File: config.mk
export PLATFORM = sky130hd
export DESIGN_NAME = bmw_window
export DESIGN_NICKNAME = d
export VERILOG_FILES = /design/src/rtl/bmw_pkg.sv /design/src/rtl/bmw_decode.sv /design/src/rtl/bmw_chan_regs.sv /design/src/rtl/bmw_rd_mux.sv /design/src/rtl/bmw_window.sv
export SDC_FILE = /design/constraint.sdc
export NUM_CORES = 1
export LEC_CHECK = 0
export CAP_MARGIN = 15
export CORE_MARGIN = 3
export CORE_UTILIZATION = 25
export DETAILED_ROUTE_END_ITERATION = 12
export DONT_BUFFER_PORTS = 1
export GPL_TIMING_DRIVEN = 0
export SLEW_MARGIN = 10
export SYNTH_ARGS = -nofsm -noshare
export SYNTH_HDL_FRONTEND = slang
export SYNTH_HIERARCHICAL = 1
export SYNTH_SLANG_ARGS = --single-unit
File: constraint.sdc
create_clock -name clk -period 1.45 [get_ports clk]
set_clock_uncertainty 0.15 [all_clocks]
set_input_delay 0.0725 -clock clk [delete_from_list [all_inputs] [get_ports clk]]
set_output_delay 0.0725 -clock clk [all_outputs]
set_load 0.02 [all_outputs]
File: src/rtl/bmw_pkg.sv
package bmw_pkg;

    localparam logic [1:0] SZ_BYTE = 2'd0;
    localparam logic [1:0] SZ_HALF = 2'd1;

    typedef enum logic [1:0] {
        REG_CMD  = 2'd0,
        REG_MODE = 2'd1,
        REG_STS  = 2'd2,
        REG_TIM  = 2'd3
    } reg_sel_e;

    localparam logic [7:0] STS_RW_MASK  = 8'h60;
    localparam logic [7:0] STS_W1C_MASK = 8'h06;
    localparam logic [7:0] STS_KEEP     = 8'h01;
    localparam logic [7:0] STS_ZERO     = 8'h98;
    localparam logic [7:0] MODE_SW_MASK = 8'h30;

    typedef struct packed {
        logic [7:0] cmd;
        logic [7:0] tim;
        logic [7:0] sts;
    } chan_regs_t;

    typedef struct packed {
        logic [31:0] rd_data;
        logic        rd_valid;
        logic        mode_wr;
        logic [7:0]  mode_wdata;
    } port_state_t;

    function automatic logic [31:0] ones_for_size(input logic [1:0] sz);
        case (sz)
            SZ_BYTE: return 32'h0000_00FF;
            SZ_HALF: return 32'h0000_FFFF;
            default: return 32'hFFFF_FFFF;
        endcase
    endfunction

endpackage

File: src/rtl/bmw_decode.sv
module bmw_decode
    import bmw_pkg::*;
#(
    parameter int NCH    = 2,
    parameter int ADDR_W = $clog2(NCH * 8)
) (
    input  logic [ADDR_W-1:0] acc_addr,
    input  logic [1:0]        acc_size,
    input  logic              acc_rd,
    input  logic              acc_wr,
    output logic [ADDR_W-4:0] ch_idx,
    output logic              in_desc,
    output reg_sel_e          reg_sel,
    output logic              is_byte,
    output logic [NCH-1:0]    ctl_wr,
    output logic              mode_hit,
    output logic [NCH-1:0]    desc_sel
);

    localparam int CH_W = ADDR_W - 3;

    always_comb begin
        ch_idx   = acc_addr[ADDR_W-1:3];
        in_desc  = acc_addr[2];
        reg_sel  = reg_sel_e'(acc_addr[1:0]);
        is_byte  = (acc_size == SZ_BYTE);
        mode_hit = acc_wr && is_byte && !in_desc && (reg_sel == REG_MODE);
        for (int ch = 0; ch < NCH; ch++) begin
            desc_sel[ch] = (acc_rd || acc_wr) && in_desc && (ch_idx == CH_W'(ch));
            ctl_wr[ch]   = acc_wr && is_byte && !in_desc && (ch_idx == CH_W'(ch));
        end
    end

endmodule

File: src/rtl/bmw_chan_regs.sv
module bmw_chan_regs
    import bmw_pkg::*;
(
    input  logic       clk,
    input  logic       rst_n,
    input  logic       wr_en,
    input  reg_sel_e   reg_sel,
    input  logic [7:0] wdata,
    input  logic       act_set,
    input  logic       act_clr,
    input  logic       err_set,
    input  logic       irq_set,
    output chan_regs_t regs_o
);

    chan_regs_t st_d, st_q;

    always_comb begin
        st_d = st_q;
        if (wr_en) begin
            case (reg_sel)
                REG_CMD: st_d.cmd = wdata;
                REG_TIM: st_d.tim = wdata;
                REG_STS: st_d.sts = (wdata & STS_RW_MASK)
                                  | (st_q.sts & STS_KEEP)
                                  | (st_q.sts & ~wdata & STS_W1C_MASK);
                default: ;
            endcase
        end
        if (act_set) begin
            st_d.sts[0] = 1'b1;
        end else if (act_clr) begin
            st_d.sts[0] = 1'b0;
        end
        if (err_set) begin
            st_d.sts[1] = 1'b1;
        end
        if (irq_set) begin
            st_d.sts[2] = 1'b1;
        end
    end

    always_ff @(posedge clk) begin
        if (!rst_n) begin
            st_q <= '0;
        end else begin
            st_q <= st_d;
        end
    end

    assign regs_o = st_q;

    AST_STS_RSVD_ZERO: assert property (@(posedge clk) disable iff (!rst_n)
        (st_q.sts & STS_ZERO) == 8'h00);
    AST_IRQ_SET_WINS: assert property (@(posedge clk) disable iff (!rst_n)
        irq_set |=> st_q.sts[2]);
    AST_ERR_SET_WINS: assert property (@(posedge clk) disable iff (!rst_n)
        err_set |=> st_q.sts[1]);
    AST_W1C_CLEARS: assert property (@(posedge clk) disable iff (!rst_n)
        (wr_en && reg_sel == REG_STS && wdata[2] && !irq_set) |=> !st_q.sts[2]);
    AST_ACT_SW_KEEP: assert property (@(posedge clk) disable iff (!rst_n)
        (!act_set && !act_clr) |=> $stable(st_q.sts[0]));
    AST_NO_WRITE_HOLD: assert property (@(posedge clk) disable iff (!rst_n)
        !wr_en |=> ($stable(st_q.cmd) && $stable(st_q.tim)));

endmodule

File: src/rtl/bmw_rd_mux.sv
module bmw_rd_mux
    import bmw_pkg::*;
#(
    parameter int NCH    = 2,
    parameter int ADDR_W = $clog2(NCH * 8)
) (
    input  logic [1:0]            acc_size,
    input  logic                  is_byte,
    input  logic                  in_desc,
    input  logic [ADDR_W-4:0]     ch_idx,
    input  reg_sel_e              reg_sel,
    input  chan_regs_t [NCH-1:0]  regs_i,
    input  logic [7:0]            mode_in,
    output logic [31:0]           rdata
);

    chan_regs_t sel;

    always_comb begin
        sel = regs_i[ch_idx];
        if (!is_byte) begin
            rdata = ones_for_size(acc_size);
        end else if (in_desc) begin
            rdata = 32'h0000_00FF;
        end else begin
            case (reg_sel)
                REG_CMD:  rdata = {24'h0, sel.cmd};
                REG_MODE: rdata = {24'h0, mode_in};
                REG_STS:  rdata = {24'h0, sel.sts};
                default:  rdata = {24'h0, sel.tim};
            endcase
        end
    end

endmodule

File: src/rtl/bmw_window.sv
module bmw_window
    import bmw_pkg::*;
#(
    parameter int NCH    = 2,
    parameter int ADDR_W = $clog2(NCH * 8)
) (
    input  logic                 clk,
    input  logic                 rst_n,
    input  logic [ADDR_W-1:0]    acc_addr,
    input  logic [1:0]           acc_size,
    input  logic                 acc_rd,
    input  logic                 acc_wr,
    input  logic [7:0]           acc_wdata,
    output logic [31:0]          rd_data,
    output logic                 rd_valid,
    output logic [NCH-1:0]       desc_sel,
    input  logic [7:0]           mode_in,
    output logic                 mode_wr,
    output logic [7:0]           mode_wdata,
    input  logic [NCH-1:0]       act_set,
    input  logic [NCH-1:0]       act_clr,
    input  logic [NCH-1:0]       err_set,
    input  logic [NCH-1:0]       irq_set,
    output logic [NCH*8-1:0]     cmd_out,
    output logic [NCH*8-1:0]     tim_out,
    output logic [NCH*8-1:0]     sts_out
);

    logic [ADDR_W-4:0] ch_idx;
    logic              in_desc;
    reg_sel_e          reg_sel;
    logic              is_byte;
    logic [NCH-1:0]    ctl_wr;
    logic              mode_hit;
    logic [31:0]       mux_data;

    chan_regs_t [NCH-1:0] regs;
    port_state_t          ps_d, ps_q;

    bmw_decode #(.NCH(NCH), .ADDR_W(ADDR_W)) u_decode (
        .acc_addr (acc_addr),
        .acc_size (acc_size),
        .acc_rd   (acc_rd),
        .acc_wr   (acc_wr),
        .ch_idx   (ch_idx),
        .in_desc  (in_desc),
        .reg_sel  (reg_sel),
        .is_byte  (is_byte),
        .ctl_wr   (ctl_wr),
        .mode_hit (mode_hit),
        .desc_sel (desc_sel)
    );

    for (genvar g = 0; g < NCH; g++) begin : g_chan
        bmw_chan_regs u_regs (
            .clk     (clk),
            .rst_n   (rst_n),
            .wr_en   (ctl_wr[g]),
            .reg_sel (reg_sel),
            .wdata   (acc_wdata),
            .act_set (act_set[g]),
            .act_clr (act_clr[g]),
            .err_set (err_set[g]),
            .irq_set (irq_set[g]),
            .regs_o  (regs[g])
        );
        assign cmd_out[g*8 +: 8] = regs[g].cmd;
        assign tim_out[g*8 +: 8] = regs[g].tim;
        assign sts_out[g*8 +: 8] = regs[g].sts;
    end

    bmw_rd_mux #(.NCH(NCH), .ADDR_W(ADDR_W)) u_rd_mux (
        .acc_size (acc_size),
        .is_byte  (is_byte),
        .in_desc  (in_desc),
        .ch_idx   (ch_idx),
        .reg_sel  (reg_sel),
        .regs_i   (regs),
        .mode_in  (mode_in),
        .rdata    (mux_data)
    );

    always_comb begin
        ps_d          = ps_q;
        ps_d.rd_valid = acc_rd;
        ps_d.mode_wr  = mode_hit;
        if (acc_rd) begin
            ps_d.rd_data = mux_data;
        end
        if (mode_hit) begin
            ps_d.mode_wdata = (mode_in & ~MODE_SW_MASK) | (acc_wdata & MODE_SW_MASK);
        end
    end

    always_ff @(posedge clk) begin
        if (!rst_n) begin
            ps_q <= '0;
        end else begin
            ps_q <= ps_d;
        end
    end

    assign rd_data    = ps_q.rd_data;
    assign rd_valid   = ps_q.rd_valid;
    assign mode_wr    = ps_q.mode_wr;
    assign mode_wdata = ps_q.mode_wdata;

    AST_RD_LATENCY: assert property (@(posedge clk) disable iff (!rst_n)
        acc_rd |=> rd_valid);
    AST_NO_RD_NO_VALID: assert property (@(posedge clk) disable iff (!rst_n)
        !acc_rd |=> !rd_valid);
    AST_WIDE_READ_ONES: assert property (@(posedge clk) disable iff (!rst_n)
        (acc_rd && acc_size[1]) |=> (rd_data == 32'hFFFF_FFFF));
    AST_MODE_KEEP_BITS: assert property (@(posedge clk) disable iff (!rst_n)
        mode_hit |=> (mode_wr && ((mode_wdata & 8'hCF) == ($past(mode_in) & 8'hCF))));
    AST_MODE_STROBE_SRC: assert property (@(posedge clk) disable iff (!rst_n)
        mode_wr |-> $past(acc_wr && acc_size == SZ_BYTE && !acc_addr[2]));
    AST_DESC_ONEHOT: assert property (@(posedge clk) disable iff (!rst_n)
        $onehot0(desc_sel));
    AST_DESC_NO_CTL_WRITE: assert property (@(posedge clk) disable iff (!rst_n)
        (|desc_sel) |-> (ctl_wr == '0));

endmodule

# Word level (Yosys, flattened, before mapping)

Cells that the tools add are included.

Register bits after elaboration: 90
Output and inout bits: 92

$lt $le $gt $ge: 1
Equal/unequal tests: 4
Muxes and demuxes: 18
Bitwise operators: 9
Reductions and logical operators: 36

Operator list:

| cell               | number |
|---|---|
| $mux 32            | 3 |
| $mux 24            | 2 |
| $pmux 8 s3         | 1 |
| $reduce_and 2->1   | 12 |
| $reduce_bool 2->1  | 8 |
| $or 7x1->7         | 2 |
| $or 7x3->7         | 2 |
| $mux 3             | 4 |
| $reduce_bool 3->1  | 4 |
| $logic_and 1x1->1  | 8 |
| $mux 1             | 8 |
| $or 8x6->8         | 1 |
| $and 3x3->3        | 2 |
| $eq 2x1->1 const B | 2 |
| $eq 2x2->1 const B | 2 |
| $logic_not 2->1    | 2 |
| $not 3->3          | 1 |
| $lt 1x2->1 const B | 1 |
| $logic_not 1->1    | 1 |
| $logic_or 1x1->1   | 1 |
| $not 1->1          | 1 |

# Depth between registers and ports, before layout

Word-level depth: 7
Gate-level depth with buffers: 8

# By module

Netlist, hierarchy kept.

By module, submodules not included:

| module        | instances | cells an instance | area each (sq um) |
|---|---|---|---|
| bmw_chan_regs | 2         | 85                | 839.6 |
| bmw_window    | 1         | 133               | 1597.8 |
| bmw_rd_mux    | 1         | 85                | 676.9 |
| bmw_decode    | 1         | 13                | 83.8 |

# Worst setup path after synthesis

No wires, ideal clock.

Path kind: in2reg
Start point: input acc_size[1]
End point: register g_chan[0].u_regs.st_q, in the netlist g_chan[0].u_regs/regs_o[16]
Library setup time: 0.072 ns
Arrival time: 1.326 ns
Required time: 1.228 ns
Setup slack: -0.097 ns
Stages on the path: 5
Path buffers: 1
Cell sequence: or4b_4 -> nor2_1 -> nor3b_2 -> buf_6 -> mux2i_1

Cells in the longest elaborated chain, start to end: 5

Ends and longest elaborated chain:

| what                              | line                | text |
|---|---|---|
| start, declared                   | bmw_window.sv:10    | `input logic [1:0] acc_size,` |
| $logic_not 2->1                   | bmw_decode.sv:26    | `is_byte = (acc_size == SZ_BYTE);` |
| $logic_and 1x1->1 (3 in a row)    | bmw_decode.sv:30    | `ctl_wr[ch] = acc_wr && is_byte && !in_desc && (ch_idx == CH_W'(ch));` |
| named net ctl_wr[0]               | bmw_window.sv:33    | `logic [NCH-1:0] ctl_wr;` |
| $reduce_and 2->1 (no source line) | -                   |  |
| end signal, assigned              | bmw_chan_regs.sv:47 | `st_q <= st_d;` |
| end, declared                     | bmw_chan_regs.sv:16 | `chan_regs_t st_d, st_q;` |

The timed path passes the listed nets, and every way through them passes these cells.
A chain may end at the register's enable or synchronous reset.

# Worst setup path in the final report

Start point: register g_chan[1].u_regs.st_q, in the netlist g_chan[1].u_regs/regs_o[10]
End point: register ps_q, in the netlist rd_data[2]

Cells in the longest elaborated chain, start to end: 5

Ends and longest elaborated chain:

| what                                       | line                | text |
|---|---|---|
| start, declared                            | bmw_chan_regs.sv:16 |  |
| start signal, assigned                     | bmw_chan_regs.sv:47 |  |
| $mux 24 (not written as such) (2 in a row) | bmw_rd_mux.sv:20    | `sel = regs_i[ch_idx];` |
| $pmux 8 s3                                 | bmw_rd_mux.sv:26    | `case (reg_sel)` |
| $mux 32                                    | bmw_rd_mux.sv:23    | `end else if (in_desc) begin` |
| $mux 32                                    | bmw_rd_mux.sv:21    | `if (!is_byte) begin` |
| named net mux_data[2]                      | bmw_window.sv:35    | `logic [31:0] mux_data;` |
| end signal, assigned                       | bmw_window.sv:99    | `ps_q <= ps_d;` |
| end, declared                              | bmw_window.sv:38    | `port_state_t ps_d, ps_q;` |

The timed path passes the listed nets, and every way through them passes these cells. The select of a mux whose other input is x is not followed.

==> metrics.csv <==
stage,metric,value,unit
placement,Post-DP HPWL,9.59,mm
flow_run,max_cap viols,0,
synthesis,warnings from Yosys,6,
timing,Fin. Hold Viols,0,
synthesis,share of the synthesized area in the top cell type,41.6,%
worst_hold_path,hold path cells,2,
final_layout,final core occ,33.9,%
clock_network,Worst-Skew Late Latency,340,ps
final_layout,"non-filler cells, final",661,
synthesis,cell count after synthesis,401,
worst_setup_path,Setup CP Type,reg2reg,
worst_hold_path,Hold WC Path Type,in2reg,
synthesis,sequential area share after synthesis,41.6,%
floorplan,core region area,15500,sq um
clock_network,Max Buffers Root-to-Sink,2,
detailed_routing,drt wl/cell,19.3,microns
synthesis,Mapped Area,4040,sq um
clock_network,CTS tree,built,
run_status,violated checks,setup timing,
synthesis,most frequent cells after synthesis,"mux2i_1 (100), dfxtp_1 (84), nand2_1 (53), nor2b_1 (44), buf_4 (37)",
timing,Max-slew headroom,60.8,%
global_route,initial antenna violation count,0,
pwr,peak supply drop,0.000480,V
pwr,P_leak,2.09,nW
clock_network,Inserted Clock Buffers,9,
detailed_routing,final wirelength,12.7,mm
timing,Setup WS post-layout,-26.1,ps
worst_setup_path,critical path data arrival time,1560,ps
worst_setup_path,R2R cell count,5,
global_route,first-pass GRT wire length,19.2,mm
detailed_routing,DR vias/cell,4.51,
floorplan,Die Area,17700,sq um
run_status,status,"complete, but fails checks",
timing,"Setup violations, final",6,
timing,measured slew at the worst slew-check pin,585,ps
detailed_routing,via count,2981,
worst_hold_path,Hold Crit Start,rst_n,
final_layout,Ant. Diodes,0,
timing,crit share post-route,102,%
final_layout,layout cells sized above 1,30.7,%
detailed_routing,initial drt markers,104,
synthesis,synth top area cells,"dfxtp_1 (42%), mux2i_1 (25%), buf_4 (6.9%)",
timing,RSZ-0062 raised after global routing,yes,
synthesis,Yosys reg bits,84,
worst_setup_path,Critical Path RT,1540,ps
synthesis,Post-Syn Area per Cell,10.1,sq um
detailed_routing,Pre-antenna DRT Iters,4,
synthesis,ys async rst share,0,%
floorplan,row count,45,
final_layout,fin nets,479,
placement,total placed instance area,4350,sq um
worst_hold_path,Worst Hold Endpoint,rd_data[3]$_SDFFE_PN0P_,
global_route,global route total overflow,0,
timing,final slew viol count,0,
clock_network,Post-CTS Setup Repair Bufs,0,
placement,Port Buf Inserts,0,
placement,Placed Cells,617,
global_route,Global Route Usage Sum,14.4,%
final_layout,synthesis-to-layout area growth,30.1,%
floorplan,Top Ports,126,
clock_network,clk sink count,84,
clock_network,clock slew at reported path FFs,60,ps
synthesis,top-count cell post-synth,mux2i_1,
floorplan,DIE WIDTH,133,microns
pwr,Pwr Total,5.62,mW
worst_setup_path,crit start category,register,
synthesis,Synth cell types,28,
worst_setup_path,crit-path max FO,3,
timing,hold slack,26.6,ps
synthesis,Synth Flop Type,dfxtp_1,
detailed_routing,"antenna viol nets, final",0,
detailed_routing,DRC,0,
global_route,vias in the first global route,3156,
floorplan,die height,133,microns
final_layout,Fill cells,1563,
synthesis,Post-synth EDFFs,0,
worst_setup_path,critical path endpoint category,register,
synthesis,Synth area leader,dfxtp_1,
clock_network,root buf cell,clkbuf_16,
worst_setup_path,R2R Path Start,g_chan[1].u_regs/regs_o[10]$_SDFFE_PN0P_,
final_layout,Post-Layout Inst Area,5250,sq um
clock_network,H-tree levels,3,
worst_setup_path,R2R Setup Slk,-30,ps
worst_setup_path,worst reg2reg path endpoint,rd_data[2]$_SDFFE_PN0P_,
pwr,cell area power density,1070,nW/um^2
global_route,largest net degree at the start of global routing,15,
timing,Tmin final,1480,ps
timing,Fmax achieved,677,MHz
floorplan,initial core utilization,26.1,%
placement,GPL Wtd Cong,0.794,
metal layers:
metal | vias up | wire, microns | global-route usage [%]
li1 | 1416 | - | -
met1 | 1463 | 5300 | 17.2
met2 | 92 | 6310 | 24.0
met3 | 10 | 960 | 6.01
met4 | 0 | 153 | 3.87
met5 | - | 0 | 0
worst max-delay path, cell delays in order (launching register included):
cell	delay (ps)
dfxtp_4	370
mux2i_2	190
o22ai_2	100
a2111o_1	360
mux2i_1	130
nor2b_1	60
per-stage QoR:
stage | worst slack [ps] | setup TNS (ps)
2_1_floorplan | -44.9 | -999
3_3_place_gp | -272 | -11960
3_5_place_dp | -281 | -8670
4_1_cts | -36.9 | -168
5_1_grt | -112 | -549
6_report | -26.1 | -95.1
layout make-up:
class | instances | area, sq um | area share (%)
plain buffers | 56 | 463 | 8.81
clock buffers | 10 | 239 | 4.55
clock inverters | 6 | 87.6 | 1.67
inverters | 5 | 18.8 | 0.357
multi-input cells | 260 | 2080 | 39.6
flip-flops and latches | 84 | 1810 | 34.4
well taps | 211 | 264 | 5.03
repair buffers | 29 | 290 | 5.53
kinds of logic after synthesis:
logic type             after synthesis  share of synthesized area, %
DFF                                 84                          41.6
buffers and inverters               61                          11.7
and+or+nand+nor                    127                          16.5
AOI/OAI and AO/OA                   27                          5.08
muxes                              100                          24.8
other                                2                         0.186
how the worst max path moves through the flow:
stage,start,to
4_1_cts,g_chan[1].u_regs/regs_o[13]$_SDFFE_PN0P_,rd_data[5]$_SDFFE_PN0P_
6_report,g_chan[1].u_regs/regs_o[10]$_SDFFE_PN0P_,rd_data[2]$_SDFFE_PN0P_
3_5_place_dp,acc_addr[3],rd_data[7]$_SDFFE_PN0P_
3_3_place_gp,acc_addr[3],rd_data[7]$_SDFFE_PN0P_
5_1_grt,g_chan[1].u_regs/regs_o[9]$_SDFFE_PN0P_,rd_data[1]$_SDFFE_PN0P_
2_1_floorplan,acc_addr[2],mode_wdata[0]$_SDFFE_PN0P_
registers in the layout (all words and copies together) (netlist names):
name and flops:
g_chan.u_regs/regs_o 42, rd_data 32, mode_wdata 8, mode_wr 1, rd_valid 1
what timing repair did:
action,in CTS,in global routing
gates resized for setup,85,17
gates cloned,0,0
pin swaps,6,1
hold buffers,28,0
endpoints found under the hold margin,81,0
endpoints found under the setup margin,8,23
power breakdown:
| part | switching, mW | internal [mW] |
|---|---|---|
| combinational | 0.306 | 0.316 |
| clock | 0.946 | 1.55 |
| sequential | 0.162 | 2.34 |
cell usage in the layout, fill, tap and decap left out, types with 6 or more instances in the layout:
cell type       n
dlygate4sd3_1  27
clkbuf_16       9
a2111o_1        8
nand2_1        53
nor2b_1        44
nor2_1         13
conb_1          6
dfxtp_2        12
dfxtp_4        30
mux2i_1        85
dfxtp_1        42
mux2i_4        10
buf_4          37
No activity file was read; power rests on OpenSTA's default activity.
